`config.mk`:
```
export PLATFORM = sky130hd
export DESIGN_NAME = dual_mode_fifo
export DESIGN_NICKNAME = d
export VERILOG_FILES = /design/src/rtl/dmf_pkg.sv /design/src/rtl/dmf_store.sv /design/src/rtl/dmf_thresholds.sv /design/src/rtl/dmf_outstage.sv /design/src/rtl/dmf_flags.sv /design/src/rtl/dual_mode_fifo.sv
export SDC_FILE = /design/constraint.sdc
export NUM_CORES = 2
export LEC_CHECK = 0
export BUFFER_PORTS_ARGS = -buffer_cell sky130_fd_sc_hd__buf_2
export CORE_MARGIN = 5
export CORE_UTILIZATION = 34
export DETAILED_ROUTE_END_ITERATION = 12
export MAX_ROUTING_LAYER = met4
export RECOVER_POWER = 25
export SKIP_CTS_REPAIR_TIMING = 1
export SLEW_MARGIN = 30
export SYNTH_ARGS = -nofsm -noshare
export SYNTH_HDL_FRONTEND = slang
export SYNTH_MEMORY_MAX_BITS = 65536
export SYNTH_SLANG_ARGS = --single-unit
```
`constraint.sdc`:
```
create_clock -name clk -period 9.26 [get_ports clk]
set_input_delay 2.778 -clock clk [delete_from_list [all_inputs] [get_ports clk]]
set_output_delay 2.778 -clock clk [all_outputs]
set_load 0.01 [all_outputs]
```
`src/rtl/dmf_pkg.sv`:
```
package dmf_pkg;

  typedef enum logic {MODE_STD = 1'b0, MODE_FWFT = 1'b1} rd_mode_e;
  typedef enum logic {SEL_LOW = 1'b0, SEL_HIGH = 1'b1} thr_sel_e;

  // Fill level seen by the flags: stored words plus a held output word.
  function automatic int unsigned fill_level(int unsigned stored, logic held, rd_mode_e m);
    return stored + ((m == MODE_FWFT && held) ? 1 : 0);
  endfunction

  function automatic int unsigned space_left(int unsigned stored, int unsigned depth);
    return depth - stored;
  endfunction

  function automatic logic over_half(int unsigned lvl, int unsigned depth);
    return lvl > (depth / 2);
  endfunction

  function automatic logic at_or_below(int unsigned lvl, int unsigned thr);
    return lvl <= thr;
  endfunction

  function automatic int unsigned ptr_next(int unsigned p, int unsigned depth);
    return (p + 1 == depth) ? 0 : p + 1;
  endfunction

endpackage

```
`src/rtl/dmf_store.sv`:
```
module dmf_store #(
  parameter int W     = 18,
  parameter int DEPTH = 256,
  parameter int AW    = $clog2(DEPTH),
  parameter int CW    = $clog2(DEPTH + 1)
) (
  input  logic          clk,
  input  logic          rst_n,
  input  logic          push,
  input  logic          pop,
  input  logic [W-1:0]  wdata,
  output logic [W-1:0]  head,
  output logic [CW-1:0] count
);
  import dmf_pkg::*;

  logic [W-1:0]  mem [DEPTH];
  logic [AW-1:0] wr_ptr, rd_ptr;

  always_ff @(posedge clk) begin
    if (push) mem[wr_ptr] <= wdata;
  end

  always_ff @(posedge clk or negedge rst_n) begin
    if (!rst_n) begin
      wr_ptr <= '0;
      rd_ptr <= '0;
      count  <= '0;
    end else begin
      if (push) wr_ptr <= AW'(ptr_next(32'(wr_ptr), DEPTH));
      if (pop)  rd_ptr <= AW'(ptr_next(32'(rd_ptr), DEPTH));
      case ({push, pop})
        2'b10:   count <= count + 1'b1;
        2'b01:   count <= count - 1'b1;
        default: count <= count;
      endcase
    end
  end

  assign head = mem[rd_ptr];

  p_no_overflow_r2: assert property (@(posedge clk) disable iff (!rst_n)
    push |-> (count < CW'(DEPTH)));
  p_no_underflow_r3: assert property (@(posedge clk) disable iff (!rst_n)
    pop |-> (count != '0));
  p_count_bound_r2: assert property (@(posedge clk) disable iff (!rst_n)
    count <= CW'(DEPTH));

endmodule

```
`src/rtl/dmf_thresholds.sv`:
```
module dmf_thresholds #(
  parameter int CW      = 9,
  parameter int DEFAULT = 7
) (
  input  logic          clk,
  input  logic          rst_n,
  input  logic          load,
  input  logic          wr_en,
  input  logic [CW-1:0] din,
  output logic [CW-1:0] low_thr,
  output logic [CW-1:0] high_thr
);
  import dmf_pkg::*;

  thr_sel_e sel;
  logic     ld_write;

  assign ld_write = load && wr_en;

  always_ff @(posedge clk or negedge rst_n) begin
    if (!rst_n) begin
      low_thr  <= CW'(DEFAULT);
      high_thr <= CW'(DEFAULT);
      sel      <= SEL_LOW;
    end else if (ld_write) begin
      if (sel == SEL_LOW) low_thr <= din;
      else                high_thr <= din;
      sel <= (sel == SEL_LOW) ? SEL_HIGH : SEL_LOW;
    end else if (!load) begin
      sel <= SEL_LOW;
    end
  end

  p_thr_hold_r9: assert property (@(posedge clk) disable iff (!rst_n)
    !ld_write |=> ($stable(low_thr) && $stable(high_thr)));
  p_one_thr_r9: assert property (@(posedge clk) disable iff (!rst_n)
    ld_write |=> ($stable(low_thr) || $stable(high_thr)));

endmodule

```
`src/rtl/dmf_outstage.sv`:
```
module dmf_outstage #(
  parameter int W = 18
) (
  input  logic             clk,
  input  logic             rst_n,
  input  dmf_pkg::rd_mode_e mode,
  input  logic             rd_en,
  input  logic             avail,
  input  logic [W-1:0]     head,
  output logic [W-1:0]     rd_data,
  output logic             valid,
  output logic             take
);
  import dmf_pkg::*;

  always_comb begin
    if (mode == MODE_STD) take = rd_en && avail;
    else                  take = avail && (!valid || rd_en);
  end

  always_ff @(posedge clk or negedge rst_n) begin
    if (!rst_n) begin
      rd_data <= '0;
      valid   <= 1'b0;
    end else begin
      if (take) rd_data <= head;
      if (mode == MODE_FWFT) begin
        if (take)       valid <= 1'b1;
        else if (rd_en) valid <= 1'b0;
      end else begin
        valid <= 1'b0;
      end
    end
  end

  p_std_hold_r3: assert property (@(posedge clk) disable iff (!rst_n)
    (mode == MODE_STD && !rd_en) |=> $stable(rd_data));
  p_fwft_fill_r4: assert property (@(posedge clk) disable iff (!rst_n)
    (mode == MODE_FWFT && !valid && avail) |=> valid);
  p_fwft_idle_r5: assert property (@(posedge clk) disable iff (!rst_n)
    (mode == MODE_FWFT && !valid && !avail) |=> ($stable(rd_data) && !valid));

endmodule

```
`src/rtl/dmf_flags.sv`:
```
module dmf_flags #(
  parameter int DEPTH = 256,
  parameter int CW    = $clog2(DEPTH + 1)
) (
  input  dmf_pkg::rd_mode_e mode,
  input  logic [CW-1:0]     count,
  input  logic              valid,
  input  logic [CW-1:0]     low_thr,
  input  logic [CW-1:0]     high_thr,
  output logic              out_flag,
  output logic              in_flag,
  output logic              half_full,
  output logic              almost_empty,
  output logic              almost_full
);
  import dmf_pkg::*;

  int unsigned lvl;
  int unsigned spc;
  logic        st_empty;
  logic        st_full;

  always_comb begin
    lvl          = fill_level(32'(count), valid, mode);
    spc          = space_left(32'(count), DEPTH);
    st_empty     = (count == '0);
    st_full      = (count == CW'(DEPTH));
    half_full    = over_half(lvl, DEPTH);
    almost_empty = at_or_below(lvl, 32'(low_thr));
    almost_full  = at_or_below(spc, 32'(high_thr));
    if (mode == MODE_STD) begin
      out_flag = st_empty;
      in_flag  = st_full;
    end else begin
      out_flag = valid;
      in_flag  = !st_full;
    end
  end

endmodule

```
`src/rtl/dual_mode_fifo.sv`:
```
module dual_mode_fifo #(
  parameter int W       = 18,
  parameter int DEPTH   = 256,
  parameter int THR_RST = 7
) (
  input  logic         clk,
  input  logic         rst_n,
  input  logic         fwft_sel,
  input  logic         load,
  input  logic         wr_en,
  input  logic [W-1:0] wr_data,
  input  logic         rd_en,
  output logic [W-1:0] rd_data,
  output logic         out_flag,
  output logic         in_flag,
  output logic         half_full,
  output logic         almost_empty,
  output logic         almost_full
);
  import dmf_pkg::*;

  localparam int AW = $clog2(DEPTH);
  localparam int CW = $clog2(DEPTH + 1);

  rd_mode_e      mode_q;
  logic [CW-1:0] fifo_count;
  logic [W-1:0]  head_word;
  logic          push_ok;
  logic          pop_take;
  logic          out_valid;
  logic [CW-1:0] low_thr, high_thr;

  always_ff @(posedge clk) begin
    if (!rst_n) mode_q <= fwft_sel ? MODE_FWFT : MODE_STD;
  end

  assign push_ok = wr_en && !load && (fifo_count < CW'(DEPTH));

  dmf_store #(.W(W), .DEPTH(DEPTH), .AW(AW), .CW(CW)) u_store (
    .clk   (clk),
    .rst_n (rst_n),
    .push  (push_ok),
    .pop   (pop_take),
    .wdata (wr_data),
    .head  (head_word),
    .count (fifo_count)
  );

  dmf_outstage #(.W(W)) u_out (
    .clk     (clk),
    .rst_n   (rst_n),
    .mode    (mode_q),
    .rd_en   (rd_en),
    .avail   (fifo_count != '0),
    .head    (head_word),
    .rd_data (rd_data),
    .valid   (out_valid),
    .take    (pop_take)
  );

  dmf_thresholds #(.CW(CW), .DEFAULT(THR_RST)) u_thr (
    .clk      (clk),
    .rst_n    (rst_n),
    .load     (load),
    .wr_en    (wr_en),
    .din      (wr_data[CW-1:0]),
    .low_thr  (low_thr),
    .high_thr (high_thr)
  );

  dmf_flags #(.DEPTH(DEPTH), .CW(CW)) u_flags (
    .mode         (mode_q),
    .count        (fifo_count),
    .valid        (out_valid),
    .low_thr      (low_thr),
    .high_thr     (high_thr),
    .out_flag     (out_flag),
    .in_flag      (in_flag),
    .half_full    (half_full),
    .almost_empty (almost_empty),
    .almost_full  (almost_full)
  );

  p_full_hold_r2: assert property (@(posedge clk) disable iff (!rst_n)
    (fifo_count == CW'(DEPTH) && !pop_take) |=> (fifo_count == CW'(DEPTH)));
  p_load_no_push_r9: assert property (@(posedge clk) disable iff (!rst_n)
    (load && !pop_take) |=> $stable(fifo_count));
  p_std_take_r6: assert property (@(posedge clk) disable iff (!rst_n)
    (mode_q == MODE_STD && pop_take) |-> !out_flag);
  p_fwft_keep_r6: assert property (@(posedge clk) disable iff (!rst_n)
    (mode_q == MODE_FWFT && out_flag && !rd_en) |=> out_flag);
  p_half_r7: assert property (@(posedge clk) disable iff (!rst_n)
    (mode_q == MODE_STD && half_full) |-> !out_flag);
  p_full_af_r8: assert property (@(posedge clk) disable iff (!rst_n)
    (fifo_count == CW'(DEPTH)) |-> almost_full);

endmodule

```
Word level (Yosys, flattened, before mapping)

Memory sizes are Yosys's and may differ from the RTL's. A register that Yosys moved wholly into a read port is not among the register bits.
Cells that the tools add are included.

Logic and storage cells: 59
ROM bits: 0
Output and inout port bits: 23
Memories: 1
Register bits: 46
Latch bits: 0
Input port bits: 24
RAM bits: 4608

Equality and inequality tests: 7
Add/sub/neg operators: 6
Bitwise logic cells: 1
Multiplexer cells: 16
Reductions and logical operators: 16
Div/mod/pow operators: 0
Multipliers: 0
Magnitude comparators: 4
Shift-type cells: 0

Memories:

| name        | words | bits a word | rd ports | clocked after Yosys merged registers in | write ports | RTL line        | source |
|---|---|---|---|---|---|---|---|
| u_store.mem | 256   | 18          | 1        | 1                                       | 1           | dmf_store.sv:17 | `logic [W-1:0] mem [DEPTH];` |

Operator list:

| cell                   | count |
|---|---|
| $le A32 B9 Y1          | 2 |
| $add A9 B32 Y32        | 1 |
| $gt A32 B8 Y1 const B  | 1 |
| $eq A9 B9 Y1 const B   | 3 |
| $add A8 B1 Y9 const B  | 2 |
| $pmux W9 S2            | 1 |
| $mux W8                | 2 |
| $mux W1                | 13 |
| $sub A9 B9 Y10 const A | 1 |
| $add A9 B1 Y9 const B  | 1 |
| $logic_not A9 Y1       | 1 |
| $lt A9 B9 Y1 const B   | 1 |
| $reduce_bool A9 Y1     | 1 |
| $sub A9 B1 Y9 const B  | 1 |
| $logic_and A1 B1 Y1    | 6 |
| $logic_not A1 Y1       | 4 |
| $reduce_and A2 Y1      | 2 |
| $ne A3 B2 Y1 const B   | 1 |
| $eq A2 B1 Y1 const B   | 1 |
| $eq A2 B2 Y1 const B   | 1 |
| $ne A2 B1 Y1 const B   | 1 |
| $reduce_bool A2 Y1     | 1 |
| $logic_or A1 B1 Y1     | 1 |
| $not A1 Y1             | 1 |

Depth between registers and ports, before layout

Word-level depth: 6
Gate-level depth with buffers: 25

By module

A second synthesis with hierarchy kept.

Cells, all modules: 8751
Area total of the unflattened synthesis: 182722.7 um^2

By module, submodules not included:

| module         | instances | area each (um^2) | seq. area each (um^2) | cells each |
|---|---|---|---|---|
| dmf_store      | 1         | 180130.3         | 138998.3              | 8526 |
| dmf_flags      | 1         | 1013.5           | 0.0                   | 134 |
| dmf_outstage   | 1         | 779.5            | 475.5                 | 43 |
| dmf_thresholds | 1         | 738.2            | 483.0                 | 41 |
| dual_mode_fifo | 1         | 61.3             | 30.0                  | 7 |

Least setup slack after synthesis

No wires, ideal clock.

Path type: input port to flip-flop
Start: input rd_en
End: register u_store.count[8]
Path slack: 2.946 ns
Buffers on the path: 5
Setup time: 0.080 ns
Data arrival time: 6.234 ns
Required time: 9.180 ns
Stages: 19
Cell sequence: a21oi_1 or2_2 clkbuf_1 inv_1 buf_6 clkbuf_1 ha_1 clkbuf_1 clkbuf_1 xor2_1 ha_1 and3b_1 o21ai_0 o211ai_1 a211o_1 o31ai_1 a22oi_1 nor2_1 xnor2_1

Cells in the longest elaborated chain, start to end: 5

RTL lines:

| element                                                  | RTL line             | source |
|---|---|---|
| start, declared                                          | dual_mode_fifo.sv:12 | `input logic rd_en,` |
| $logic_or A1 B1 Y1                                       | dmf_outstage.sv:18   | `else take = avail && (!valid \|\| rd_en);` |
| $logic_and A1 B1 Y1                                      | dmf_outstage.sv:18   |  |
| $mux W1 (*)                                              | dmf_outstage.sv:17   | `if (mode == MODE_STD) take = rd_en && avail;` |
| net pop_take                                             | dual_mode_fifo.sv:29 | `logic pop_take;` |
| $eq A2 B1 Y1 / $eq A2 B2 Y1 (equally long branches)      | dmf_store.sv:32      | `case ({push, pop})` |
| $pmux W9 S2 / $reduce_bool A2 Y1 (equally long branches) | n/a                  |  |
| end signal, assigned                                     | dmf_store.sv:33      | `2'b10: count <= count + 1'b1;` |
| end signal, assigned                                     | dmf_store.sv:34      | `2'b01: count <= count - 1'b1;` |
| end signal, assigned                                     | dmf_store.sv:35      | `default: count <= count;` |
| end, declared                                            | dmf_store.sv:13      | `output logic [CW-1:0] count` |

Mark *: on every way through the listed nets, which the timed path passes. The rest lies on a longest branch.
A chain may end at the register's enable or synchronous reset.

Worst setup path after layout

Start: input wr_data[3]
End: memory u_store.mem[212][3], data pin

RTL lines:

| element         | RTL line             | source |
|---|---|---|
| start, declared | dual_mode_fifo.sv:11 | `input logic [W-1:0] wr_data,` |
| end, declared   | dmf_store.sv:17      |  |

Straight into the memory's write port.

==> flow_metrics.tcl <==
set metrics [dict create \
    synthFlopType "edfxtp_1" \
    critPathSlowestCell "clkbuf_1" \
    post-route-util_pct 38.7 \
    power.density_nw_per_um2 290 \
    drtIter0Drc 14300 \
    timing.setup.tns_ns 0 \
    overflow 0 \
    clk_latency_ns 1.01 \
    yosysTopAreaCellShare_pct 76.7 \
    endpoint_kind "flip-flop" \
    worst_slew_pin_slew_ns 6.42 \
    crit_path_cell_trace "clkbuf_1 -> buf_4" \
    fillCellCount 46700 \
    synth-simple-area-share_pct 1.70 \
    slew_headroom_pct -328 \
    initial_core_util_pct 34.1 \
    antenna_found_initial 36 \
    async_reset_ff_share_pct 1.35 \
    first_global_vias 88600 \
    slowest_delay_ns 4.21 \
    synthMuxAreaShare_pct 15.2 \
    p_sw_w 0.0197 \
    synth_edf_count 4609 \
    cp_top_family "buffers and inverters" \
    path_buf_inv 2 \
    floorplan.die_area_sq_um 546000 \
    worstHoldPathType "reg -> reg" \
    cts.sinks 4672 \
    grt_pass1_wl_um 730000 \
    violations "capacitance limit, slew limit" \
    cts_buffer_depth 4 \
    antenna_left 0 \
    coreArea_sq_um 529000 \
    power_frac_seq_pct 40.2 \
    min_period_ns 7.78 \
    yosysWarnings 0 \
    postLayoutCellArea_sq_um 205000 \
    layout.nets 8603 \
    synth_xor_area_share_pct 0.194 \
    area_growth_pct 13.5 \
    drt-vias-per-instance 5.71 \
    numCtsBuffers 448 \
    cts_tree "yes" \
    cts_root_buffer "clkbuf_16" \
    p_int_w 0.0397 \
    timing.fmax_mhz 128 \
    synth_area_leaders "edfxtp_1, mux4_2, mux2i_1, a22oi_1, dfrtp_1" \
    synth_cell_type_count 80 \
    p_leak_nw 62.3 \
    worst_clock_skew_ns 0.0639 \
    finalSetupViolations 0 \
    dpl.hpwl_um 318000 \
    gp_congestion 0.910 \
    routed_wl_um 531000 \
    fin_ws_ns 1.48 \
    crit_type "in -> reg" \
    cap_violations 24 \
    p_clk_share_pct 30.0 \
    ys_seq_elements 4672 \
    synth_cells 8325 \
    synth_fa_ha_area_share_pct 0.215 \
    status "finished, violations left" \
    synth.avg_cell_area_sq_um 21.7 \
    grt.total_usage_pct 19.4 \
    routed-via-count 91100 \
    rows 267 \
    finalHoldViolations 0 \
    dr.pass1.iters 8 \
    dp_slack_ns 2.32 \
    period_share_pct 84.1 \
    combPwrFrac_pct 29.8 \
    worstPathRequired_ns 9.90 \
    synth_nets 8380 \
    grt_max_degree 162 \
    wl_per_cell_um 33.3 \
    crit_arrival_ns 8.43 \
    peakVddDrop_uv 274 \
    fp.dieW_um 739 \
    synth-seq-area-share_pct 77.5 \
    slew_viol_final 1584 \
    synth-compound-area-share_pct 3.46 \
    place_area_sq_um 190000 \
    crit_fanout 93 \
    drive_gt1_share_pct 24.4 \
    grt_setup_unrepaired "no" \
    netlist_area_sq_um 181000 \
    yosys.area.top_type "edfxtp_1" \
    hold_ws_ns 0.511 \
    htree_levels 5 \
    synth_top_family_by_area "multiplexers" \
    port_buffers 46 \
    drc_errors 0 \
    fp.dieH_um 739 \
    path_clk_slew_ns 0.06 \
    cp-start-kind "input pin" \
    ioPinCount 47 \
    switching_share_pct 33.2 \
]
## synthesized netlist by cell type (all sizes together) (5+ instances only)
| library cell | n |
|---|---|
| edfxtp | 4609 |
| mux4 | 1006 |
| mux2i | 417 |
| nor2 | 340 |
| buf | 304 |
| a22oi | 198 |
| clkbuf | 176 |
| nand2 | 173 |
| a21oi | 142 |
| o21ai | 94 |
| a221oi | 93 |
| o22ai | 72 |
| nand3 | 66 |
| a211oi | 57 |
| dfrtp | 57 |
| mux2 | 45 |
| a31oi | 41 |
| a22o | 37 |
| inv | 36 |
| o221ai | 36 |
| ha | 31 |
| xnor2 | 28 |
| nor2b | 26 |
| nor3 | 23 |
| o211ai | 20 |
| a2111oi | 14 |
| and2 | 13 |
| nand2b | 13 |
| nand4 | 13 |
| a41oi | 12 |
| xor2 | 12 |
| a211o | 7 |
| a311oi | 7 |
| nor3b | 7 |
| nor4 | 7 |
| o31ai | 7 |
| dfstp | 6 |
| o2111ai | 6 |
| or3 | 6 |
| o21a | 5 |
| o22a | 5 |
## final timing paths
| path | to | depth (start not counted) | startpoint | slack [ns] |
|---|---|---|---|---|
| max in group asynchronous | u_store.rd_ptr[4]$_DFFE_PN0P_ | 1 | rst_n | 3.48 |
| min in group asynchronous | u_thr.low_thr[5]$_DFFE_PN0P_ | 1 | rst_n | 3.04 |
| worst max register to register | u_store.count[8]$_DFFE_PN0P_ | 17 | u_store.count[2]$_DFFE_PN0P_ | 2.99 |
| worst max-delay path | u_store.mem[212][3]$_DFFE_PP_ | 2 | wr_data[3] | 1.48 |
| worst min register to register | u_thr.high_thr[7]$_DFFE_PN0P_ | 1 | u_thr.high_thr[7]$_DFFE_PN0P_ | 0.51 |
| worst min-delay path | u_thr.high_thr[7]$_DFFE_PN0P_ | 1 | u_thr.high_thr[7]$_DFFE_PN0P_ | 0.51 |
## flip-flops by register name, summed over array words and instances (netlist names)
| register | cells |
|---|---|
| u_store.count | 9 |
| u_store.mem | 4608 |
| u_store.wr_ptr | 8 |
| u_thr.low_thr | 9 |
| u_store.rd_ptr | 8 |
| u_thr.sel | 1 |
| u_out.rd_data | 18 |
| u_out.valid | 1 |
| mode_q | 1 |
| u_thr.high_thr | 9 |
## placed cells by master, fill, tap and decap left out, types with 13 or more instances in the layout
master / n
a211oi_1: 55
a21oi_1: 141
a221oi_1: 91
a22o_1: 37
a22oi_1: 198
a31oi_1: 41
buf_12: 33
buf_2: 27
buf_4: 166
bufinv_16: 37
clkbuf_1: 124
clkbuf_16: 449
clkinv_1: 127
clkinv_2: 71
clkinvlp_4: 13
dfrtp_1: 49
diode_2: 29
edfxtp_1: 4609
ha_1: 31
inv_1: 35
mux2_2: 45
mux2i_1: 417
mux4_1: 22
mux4_2: 984
nand2_1: 150
nand3_1: 66
nand4_1: 13
nor2_1: 94
nor2_2: 33
nor2_4: 213
nor2b_1: 21
nor3_1: 22
o211ai_1: 20
o21ai_0: 88
o221ai_1: 36
o22ai_1: 71
xnor2_1: 28
## kinds of logic after synthesis
family,count (synthesis)
XOR/XNOR,40
flip-flops,4672
AO/OA/AOI/OAI,885
multiplexers,1468
adder cells (fa/ha/maj),31
AND/OR/NAND/NOR,708
buffers and inverters,521
## final cells by class
| type | count | area [sq um] | area share [%] |
|---|---|---|---|
| antenna | 29 | 72.6 | 0.0354 |
| clock buffer | 548 | 11600 | 5.67 |
| clock inverter | 275 | 2530 | 1.24 |
| inverter | 39 | 154 | 0.0751 |
| multi-input combinational | 3132 | 39500 | 19.3 |
| sequential | 4672 | 140000 | 68.3 |
| tap | 6994 | 8750 | 4.27 |
| timing repair buffer | 255 | 2220 | 1.08 |
## power groups by stage
stage / sequential (W) / combinational [W] / clock (W)
global route: 0.0239 / 0.0182 / 0.0189
global placement: 0.0243 / 0.0174 / 0
floorplan: 0.0239 / 0.0106 / 0
CTS: 0.0238 / 0.0175 / 0.0180
finish: 0.0239 / 0.0177 / 0.0178
detailed placement: 0.0243 / 0.0175 / 0
## routing by layer
layer  vias up  track usage, %  share of wire [%]
met1     48700            26.9                 40
met2      5718            28.3                 45
met4         0            6.82                4.1
li1      35700               -                  -
met3       915            4.25                 11
met5         -               -                  0
## stage by stage
stage          total power [W]  std cells
6_report                0.0594      15900
5_1_grt                 0.0610      15900
4_1_cts                 0.0594      15900
3_5_place_dp            0.0418      15100
3_3_place_gp            0.0416      15100
2_1_floorplan           0.0345       8325
(Power assumes the default switching activity.)
